===== config.mk =====
export PLATFORM = sky130hd
export DESIGN_NAME = smute_seq
export DESIGN_NICKNAME = d
export VERILOG_FILES = /design/src/rtl/smute_pkg.sv /design/src/rtl/smute_sync.sv /design/src/rtl/smute_tick.sv /design/src/rtl/smute_lane.sv /design/src/rtl/smute_ctrl.sv /design/src/rtl/smute_seq.sv
export SDC_FILE = /design/constraint.sdc
export NUM_CORES = 2
export LEC_CHECK = 0
export ABC_AREA = 1
export BUFFER_PORTS_ARGS = -buffer_cell sky130_fd_sc_hd__buf_2
export CORE_MARGIN = 3
export CORE_UTILIZATION = 45
export CTS_CLUSTER_SIZE = 40
export DETAILED_ROUTE_END_ITERATION = 10
export PLACE_DENSITY = 0.74
export RECOVER_POWER = 100
export SLEW_MARGIN = 0
export SYNTH_ARGS = -nofsm -noshare
export SYNTH_HDL_FRONTEND = slang
export SYNTH_SLANG_ARGS = --single-unit
export TNS_END_PERCENT = 100

===== constraint.sdc =====
create_clock -name clk -period 9.89 [get_ports clk]
set_clock_uncertainty 0.05 [all_clocks]
set_input_delay 0.4945 -clock clk [delete_from_list [all_inputs] [get_ports clk]]
set_output_delay 0.4945 -clock clk [all_outputs]
set_load 0.01 [all_outputs]

===== src/rtl/smute_pkg.sv =====
package smute_pkg;
  typedef enum logic [2:0] {
    ST_OPEN,
    ST_FALL,
    ST_HOLD,
    ST_SHUT,
    ST_RISE
  } mute_st_e;
endpackage


===== src/rtl/smute_sync.sv =====
module smute_sync #(
  parameter int STAGES  = 2,
  parameter bit RST_VAL = 1'b0
) (
  input  logic clk,
  input  logic rst_n,
  input  logic d,
  output logic q
);
  logic [STAGES-1:0] sr;

  always_ff @(posedge clk) begin
    if (!rst_n) sr <= {STAGES{RST_VAL}};
    else        sr <= {sr[STAGES-2:0], d};
  end

  assign q = sr[STAGES-1];
endmodule


===== src/rtl/smute_tick.sv =====
module smute_tick #(
  parameter int DIV = 4
) (
  input  logic clk,
  input  logic rst_n,
  input  logic en,
  output logic tick
);
  localparam int CW = $clog2(DIV + 1);
  logic [CW-1:0] cnt;

  always_ff @(posedge clk) begin
    if (!rst_n || !en)             cnt <= '0;
    else if (cnt == CW'(DIV - 1))  cnt <= '0;
    else                           cnt <= cnt + 1'b1;
  end

  assign tick = en && (cnt == CW'(DIV - 1));
endmodule


===== src/rtl/smute_lane.sv =====
module smute_lane #(
  parameter int DATA_W = 16,
  parameter int GAIN_W = 16
) (
  input  logic [DATA_W-1:0] sample,
  input  logic [GAIN_W-1:0] gain,
  output logic [DATA_W-1:0] scaled
);
  logic signed [DATA_W+GAIN_W-1:0] prod;

  assign prod   = $signed(sample) * $signed({1'b0, gain});
  assign scaled = DATA_W'(prod >>> GAIN_W);
endmodule


===== src/rtl/smute_ctrl.sv =====
module smute_ctrl
  import smute_pkg::*;
#(
  parameter int STEPS    = 150,
  parameter int GAIN_W   = 16,
  parameter int HOLD_CYC = 40000
) (
  input  logic              clk,
  input  logic              rst_n,
  input  logic              trig,
  input  logic              beat,
  output logic [GAIN_W-1:0] gain_beat,
  output logic              hard
);
  localparam int LW   = $clog2(STEPS + 1);
  localparam int HW   = $clog2(HOLD_CYC + 1);
  localparam int STEP = ((2 ** GAIN_W) - 1) / STEPS;
  localparam logic [GAIN_W-1:0] G_FULL = '1;

  function automatic logic [GAIN_W-1:0] gain_of(input logic [LW-1:0] l);
    if (l == LW'(STEPS)) return G_FULL;
    return GAIN_W'(int'(l) * STEP);
  endfunction

  mute_st_e      st_q, st_d;
  logic [LW-1:0] lvl_q, lvl_d;
  logic [HW-1:0] hcnt_q, hcnt_d;

  always_comb begin
    st_d   = st_q;
    lvl_d  = lvl_q;
    hcnt_d = hcnt_q;
    case (st_q)
      ST_OPEN: if (trig) st_d = ST_FALL;
      ST_FALL: begin
        if (lvl_q == '0) begin
          st_d   = ST_HOLD;
          hcnt_d = '0;
        end else if (beat) begin
          lvl_d = lvl_q - 1'b1;
          if (lvl_q == LW'(1)) begin
            st_d   = ST_HOLD;
            hcnt_d = '0;
          end
        end
      end
      ST_HOLD: begin
        if (hcnt_q == HW'(HOLD_CYC - 1)) st_d = ST_SHUT;
        else                             hcnt_d = hcnt_q + 1'b1;
      end
      ST_SHUT: if (!trig) st_d = ST_RISE;
      ST_RISE: begin
        if (trig) st_d = ST_FALL;
        else if (beat) begin
          lvl_d = lvl_q + 1'b1;
          if (lvl_q == LW'(STEPS - 1)) st_d = ST_OPEN;
        end
      end
      default: st_d = ST_OPEN;
    endcase
  end

  always_ff @(posedge clk) begin
    if (!rst_n) begin
      st_q   <= ST_OPEN;
      lvl_q  <= LW'(STEPS);
      hcnt_q <= '0;
    end else begin
      st_q   <= st_d;
      lvl_q  <= lvl_d;
      hcnt_q <= hcnt_d;
    end
  end

  assign gain_beat = gain_of(lvl_d);
  assign hard      = (st_q == ST_SHUT);
endmodule


===== src/rtl/smute_seq.sv =====
module smute_seq #(
  parameter int CHANNELS    = 2,
  parameter int DATA_W      = 16,
  parameter int GAIN_W      = 16,
  parameter int RAMP_STEPS  = 150,
  parameter int REF_HZ      = 200_000_000,
  parameter int FB_DIV      = 4167,
  parameter int SYNC_STAGES = 2
) (
  input  logic                         clk,
  input  logic                         rst_n,
  input  logic                         s_valid,
  output logic                         s_ready,
  input  logic [CHANNELS*DATA_W-1:0]   s_data,
  output logic                         m_valid,
  input  logic                         m_ready,
  output logic [CHANNELS*DATA_W-1:0]   m_data,
  input  logic                         mute_n,
  input  logic                         clk_err,
  output logic                         hard_mute
);
  localparam int BUS_W    = CHANNELS * DATA_W;
  localparam int HOLD_CYC = REF_HZ / 5000;

  logic              mute_n_s, err_s, trig;
  logic              fb_tick, fb_pend, slot_free, load;
  logic [GAIN_W-1:0] gain_beat;
  logic [BUS_W-1:0]  held_q, src, scaled;
  logic              m_valid_q;
  logic [BUS_W-1:0]  m_data_q;

  smute_sync #(.STAGES(SYNC_STAGES), .RST_VAL(1'b1)) u_sync_mute (
    .clk(clk), .rst_n(rst_n), .d(mute_n), .q(mute_n_s)
  );
  smute_sync #(.STAGES(SYNC_STAGES), .RST_VAL(1'b0)) u_sync_err (
    .clk(clk), .rst_n(rst_n), .d(clk_err), .q(err_s)
  );

  assign trig = !mute_n_s || err_s;

  smute_tick #(.DIV(FB_DIV)) u_tick (
    .clk(clk), .rst_n(rst_n), .en(err_s), .tick(fb_tick)
  );

  assign slot_free = !m_valid_q || m_ready;
  assign s_ready   = !err_s && slot_free;
  assign load      = err_s ? (fb_pend && slot_free) : (s_valid && s_ready);

  always_ff @(posedge clk) begin
    if (!rst_n || !err_s) fb_pend <= 1'b0;
    else if (fb_tick)     fb_pend <= 1'b1;
    else if (load)        fb_pend <= 1'b0;
  end

  always_ff @(posedge clk) begin
    if (!rst_n)                 held_q <= '0;
    else if (s_valid && s_ready) held_q <= s_data;
  end

  assign src = err_s ? held_q : s_data;

  smute_ctrl #(
    .STEPS(RAMP_STEPS), .GAIN_W(GAIN_W), .HOLD_CYC(HOLD_CYC)
  ) u_ctrl (
    .clk(clk), .rst_n(rst_n), .trig(trig), .beat(load),
    .gain_beat(gain_beat), .hard(hard_mute)
  );

  for (genvar c = 0; c < CHANNELS; c++) begin : g_lane
    smute_lane #(.DATA_W(DATA_W), .GAIN_W(GAIN_W)) u_lane (
      .sample(src[c*DATA_W +: DATA_W]),
      .gain  (gain_beat),
      .scaled(scaled[c*DATA_W +: DATA_W])
    );
  end

  always_ff @(posedge clk) begin
    if (!rst_n) begin
      m_valid_q <= 1'b0;
      m_data_q  <= '0;
    end else if (load) begin
      m_valid_q <= 1'b1;
      m_data_q  <= scaled;
    end else if (m_ready) begin
      m_valid_q <= 1'b0;
    end
  end

  assign m_valid = m_valid_q;
  assign m_data  = m_data_q;
endmodule


# Yosys cells after proc, flatten, opt, wreduce, memory -nomap -nowiden
# Index checks and enable logic that the tools add are counted.
[classes]
n_addsub = 4
n_reduce_logical = 19
n_eq_ne = 17
muxes = 29
mul = 3
[ops]
columns = ["operator", "n"]
rows = [
  ["$mux W16", 6],
  ["$mul A16 B17 Y32", 2],
  ["$mux W32", 1],
  ["$mux W8", 4],
  ["$pmux W16 S2", 1],
  ["$mux W3", 9],
  ["$add A16 B1 Y16 const B", 1],
  ["$eq A16 B16 Y1 const B", 1],
  ["$eq A8 B8 Y1 const B", 2],
  ["$pmux W8 S2", 1],
  ["$pmux W3 S5", 1],
  ["$mul A8 B7 Y14 const B", 1],
  ["$add A13 B1 Y13 const B", 1],
  ["$eq A13 B13 Y1 const B", 1],
  ["$add A8 B1 Y8 const B", 1],
  ["$eq A8 B1 Y1 const B", 1],
  ["$logic_not A8 Y1", 1],
  ["$sub A8 B1 Y8 const B", 1],
  ["$reduce_and A7 Y1", 1],
  ["$eq A3 B2 Y1 const B", 2],
  ["$mux W1", 6],
  ["$ne A3 B1 Y1 const B", 2],
  ["$ne A3 B2 Y1 const B", 2],
  ["$reduce_bool A2 Y1", 3],
  ["10 further kinds", 20],
]
[word_totals]
reg_bits = 110
elab_cells = 82
out_inout_bits = 35
inputBits = 38

# Longest topological paths before layout
[logic_depth]
word_depth = 12
mapped_depth = 57
mapped_depth_nobuf = 56

# Modules after synthesis
# Synthesis repeated with hierarchy kept, for this count alone.
[unflattened]
hier_cells = 3704
area_unflattened_um2 = 25710.9
[modules_own_cells]
columns = ["mod", "area_per_inst_um2", "cells_each", "seq_area_each_um2", "n_inst"]
rows = [
  ["smute_lane at g_lane[1].u_lane", 9178.8, 1287, 0.0, 1],
  ["smute_lane at g_lane[0].u_lane", 9173.8, 1277, 0.0, 1],
  ["smute_ctrl", 3380.7, 521, 540.5, 1],
  ["smute_seq", 3166.8, 502, 1321.3, 1],
  ["smute_tick", 700.7, 105, 260.2, 1],
  ["smute_sync", 55.1, 6, 40.0, 2],
]

# Worst setup path after synthesis
# No wires, ideal clock.
[synth_timing]
kind = "input to register"
startpoint = "in s_valid"
endpoint = "reg m_data_q[11], in the netlist m_data[11]"
cell_stages = 48
required_ns = 9.731
slack_ns = 0.517
arrival_ns = 9.214
n_path_buf = 2
setup_ns = 0.109
cell_sequence = "buf_2 nand3_2 nand2_2 nand2_1 nor3_2 xor2_1 nand2_1 nand2_1 o21ai_1 inv_1 ha_1 inv_1 fa_1 inv_1 fa_1 fa_1 ha_1 nand2_1 (+12 left out) inv_1 fa_1 inv_1 fa_1 inv_1 fa_1 inv_1 ha_1 a21oi_1 o21ai_0 a21oi_1 nor2_1 nor3_1 nand2_1 nand2_1 nand3_1 nand2_1 inv_1"
[synth_between]
elab_chain_cells = 9
word_cells_on_any_way = 12
classes_between = "mul (2); eq/ne (1); mux (8); reduce/logical (1)"
[synth_rtl]
columns = ["element", "line", "text"]
rows = [
  ["from (decl)", "smute_seq.sv:12", "input logic s_valid,"],
  ["$logic_and A1 B1 Y1 (*)", "smute_seq.sv:47", "assign load = err_s ? (fb_pend && slot_free) : (s_valid && s_ready);"],
  ["$mux W1 (*)", "smute_seq.sv:47", ""],
  ["$mux W8 (on tied branches)", "smute_ctrl.sv:54, smute_ctrl.sv:39", ""],
  ["$mux W8 (on tied branches)", "smute_ctrl.sv:53, smute_ctrl.sv:36", ""],
  ["$pmux W8 S2 (*)", "smute_ctrl.sv:33", "case (st_q)"],
  ["net u_ctrl.lvl_d[5]", "smute_ctrl.sv:26", "logic [LW-1:0] lvl_q, lvl_d;"],
  ["parallel branches: the longest is 2 deep, another holds $mul A8 B7 Y14", "n/a", ""],
  ["$mux W16 (*)", "smute_ctrl.sv:22", "return GAIN_W'(int'(l) * STEP);"],
  ["$mul A16 B17 Y32 (*)", "smute_lane.sv:11", "assign prod = $signed(sample) * $signed({1'b0, gain});"],
  ["to (signal assigned)", "smute_seq.sv:83", "m_data_q <= scaled;"],
  ["to (decl)", "smute_seq.sv:30", "logic [BUS_W-1:0] m_data_q;"],
]
# Mark *: on every way through the listed nets, which the timed path passes.
# A chain may end at the register's enable or synchronous reset.

# Worst setup path after layout
[layout_timing]
startpoint = "reg u_ctrl.lvl_q[0]"
endpoint = "reg m_data_q[7], in the netlist m_data[7]"
[layout_between]
elab_chain_cells = 8
word_cells_on_any_way = 13
classes_between = "add/sub (2); mul (2); eq/ne (1); mux (7); reduce/logical (1)"
[layout_rtl]
columns = ["element", "line", "text"]
rows = [
  ["from (decl)", "smute_ctrl.sv:26", ""],
  ["from (signal assigned)", "smute_ctrl.sv:66", "lvl_q <= LW'(STEPS);"],
  ["from (signal assigned)", "smute_ctrl.sv:70", "lvl_q <= lvl_d;"],
  ["$add A8 B1 Y8 or $sub A8 B1 Y8 (tied branches)", "smute_ctrl.sv:55, smute_ctrl.sv:40", ""],
  ["$mux W8 (on tied branches)", "smute_ctrl.sv:54, smute_ctrl.sv:39", ""],
  ["$mux W8 (on tied branches)", "smute_ctrl.sv:53, smute_ctrl.sv:36", ""],
  ["$pmux W8 S2 (*)", "smute_ctrl.sv:33", ""],
  ["net u_ctrl.lvl_d[0]", "smute_ctrl.sv:26", ""],
  ["parallel branches: the longest is 2 deep, another holds $mul A8 B7 Y14", "n/a", ""],
  ["$mux W16 (*)", "smute_ctrl.sv:22", ""],
  ["$mul A16 B17 Y32 (*)", "smute_lane.sv:11", ""],
]
# Marks and branches as above.

==> results by group <==
Run
  – Total of max-cap violations: 1

Critical path
  – Type of origin of the critical path: register
  – R2r endpoint: m_data[7]$_SDFFE_PN0N_
  – Delay-heaviest family, CP: adder cells
  – Worst EP arrival: 9.74 ns
  – Critical Path Sink Type: register
  – R2R setup slack: 0.38 ns
  – Worst Path Buf+Inv: 13
  – CP max stage delay: 0.56 ns
  – Crit Path Max Fanout: 8
  – Crit path kind: reg -> reg
  – Crit. Startpoint: u_ctrl.lvl_q[0]$_SDFF_PN0_
  – Worst path required time: 10.13 ns
  – R2R cell count: 52
  – CP endpoint: m_data[7]$_SDFFE_PN0N_
  – FF-to-FF Start: u_ctrl.lvl_q[0]$_SDFF_PN0_
  – CP max-delay cell: fa_2
  – Critical path depth: 52

Clocking
  – Sinks on Clock Net: 110
  – Root Buffer: clkbuf_16
  – CTS tree: yes
  – Worst-path clk slew: 0.09 ns
  – Worst skew pair latency: 0.39 ns
  – Hold buffers post-CTS: 0
  – Clk buf depth: 2
  – CTS H-tree depth: 3
  – Total CTS buffers: 9

Place
  – Placed cell count: 4157
  – IO buf count: 72
  – RePlAce Congestion: 0.948
  – Detailed Place HPWL: 50.0 mm
  – Post-placement cell area: 26200 um2

Global route
  – Initial antenna violation count: 0
  – First-pass GRT wire length: 102 mm
  – Vias in the first global route: 20753
  – GR Overflow Total: 0
  – Largest net degree at the start of global routing: 53
  – Total track usage: 21.9%

Yosys
  – Top FF cell, synth: dfxtp_1
  – Register area share after synthesis: 8.94%
  – Cells after synthesis: 3387
  – Synth top area share: 32.3%
  – Syn_nets: 4095
  – Synth area leaders: fa_1 32%, inv_1 14%, ha_1 14%, nand2_1 12%, dfxtp_1 8.9%
  – Synth Cell Area: 24600 um2
  – Yosys reg bits: 110
  – Post-synth top area cell: fa_1
  – Number of flops mapped to enable cells by yosys: 0
  – Syn Area/Cell: 7.27 um2
  – Synth cell types: 46
  – Yosys warns: 0
  – Async set-reset flop share out of synthesis: 0%

Hold path
  – Hold path start: clk_err
  – Worst min path class: in -> reg

Finish
  – Final instance area: 27400 um2
  – Synth-to-Final Area Change: 11.1%
  – Fin cells: 4198
  – Share of layout cells above drive strength 1: 10.1%
  – N_diodes: 0
  – Layout Nets: 4205

STA
  – Max Clock Freq: 105 MHz
  – Fin Hold WS: 0.243 ns
  – Part of the cycle the worst path needs: 96.1%
  – Post-layout min period: 9.51 ns
  – # setup viols final: 0
  – Slew margin rel.: -11.1%
  – Slew @ Worst Pin: 1.67 ns
  – Final Hold Fails: 0
  – Max-slew violation count: 42

Die
  – Die W: 240 um
  – # IOs: 73
  – Chip Height: 240 um
  – Core ar.: 54000 um2
  – Row count: 85
  – Die Area: 57600 um2
  – Starting Density: 45.6%

Route
  – Vias per std cell: 5.05
  – Antenna Nets Post-Route: 0
  – DR pass1 iterations: 5
  – Iteration-0 DRC Markers: 1353
  – DR vias: 21184
  – DRC viols: 0
  – Detailed-route wire length: 62.4 mm
  – Drt wl/cell: 14.9 um

Status
  – Violated checks: capacitance limit, slew limit
  – Status: finished with violations
==> worst min path at each step <==
stage	slack (ns)	end	cells past startpoint
final	0.24	u_sync_err.sr[0]$_SDFF_PN0_	3
after global routing	0.25	u_sync_err.sr[0]$_SDFF_PN0_	3
after CTS	0.23	u_sync_err.sr[0]$_SDFF_PN0_	3
after detailed placement	0.35	u_sync_err.sr[1]$_SDFF_PN0_	2
after global placement	0.35	u_sync_err.sr[1]$_SDFF_PN0_	2
after floorplan	0.34	u_sync_err.sr[1]$_SDFF_PN0_	2
==> through the flow <==
stage | setup TNS [ns] | util, % | setup slack [ns]
2_1_floorplan | 0 | - | 0.517
3_3_place_gp | 0 | 48.6 | 0.0156
3_5_place_dp | -1.04 | 48.6 | -0.123
4_1_cts | 0 | 49.1 | 0.0337
5_1_grt | -0.805 | 50.6 | -0.0857
6_report | 0 | 50.6 | 0.385
==> layer usage <==
layer	global-route usage (%)	vias to the layer above	routed length, um
li1	-	10205	-
met3	3.59	93	4710
met2	36.2	722	29300
met1	29.4	10164	26700
met5	0	-	0
met4	7.01	0	1770
==> placed cells by master, fill, tap and decap left out, drive strengths merged, types with 7 or more instances in the layout <==
cell type and count:
inv 930, nand2 788, fa 397, ha 273, nor2 235, buf 169
a21oi 134, nand3 116, o21ai 116, dfxtp 110, nor3 47, clkbuf 45
xor2 28, nand4 19, o21bai 16, or2 13, a21o 12, xnor2 11
o21a 7
==> Yosys cell counts (34+ instances only) <==
cell	instances
a21oi_1	134
buf_2	34
clkbuf_1	57
dfxtp_1	110
fa_1	397
ha_1	273
inv_1	921
nand2_1	776
nand3_1	112
nor2_1	220
nor3_1	43
o21ai_0	95
==> sequential cells by signal (all words and copies together) (netlist names) <==
register / flops
m_valid: 1
fb_pend: 1
u_ctrl.lvl_q: 8
u_sync_err.sr: 2
held_q: 32
u_ctrl.hcnt_q: 16
u_ctrl.st_q: 3
u_sync_mute.sr: 2
u_tick.cnt: 13
m_data: 32
==> what timing repair did <==
action | in CTS | in global routing
pin swaps | 0 | 36
buffers inserted | 0 | 22
endpoints found under the setup margin | 1 | 32
resized for setup | 1 | 147
gates cloned | 0 | 3
==> worst reg2reg max path: cells and delay by family (launching register included) <==
family / cells / cell delay, ns
buffers and inverters: 13 / 1.11
xor gates and xnor gates: 1 / 0.22
DFF: 1 / 0.35
AOI/OAI and AO/OA: 6 / 0.80
adders and majority gates: 13 / 5.25
and+or+nand+nor: 19 / 1.64
==> cell families (layout without fill, tap and decap cells) <==
family,count (synthesis),in the layout,synth area share [%]
adder cells (fa/ha/maj),670,670,46.1
AND/OR/NAND/NOR,1225,1226,20.5
buffers and inverters,1038,1152,16.2
flip-flops,110,110,8.94
AO/OA/AOI/OAI,305,305,6.83
XOR/XNOR,39,39,1.42
==> layout make-up <==
class	instances	area, um2
clock inverter	6	66.3
sequential	110	2210
timing repair buffer	204	1450
fill	5185	26700
tap	696	871
inverter	932	3510
multi-input combinational	2240	19000
clock buffer	10	229
Power is left out: the tool's default activity adds up to more than one toggle a clock period on the data nets, which glitch-free logic cannot reach.
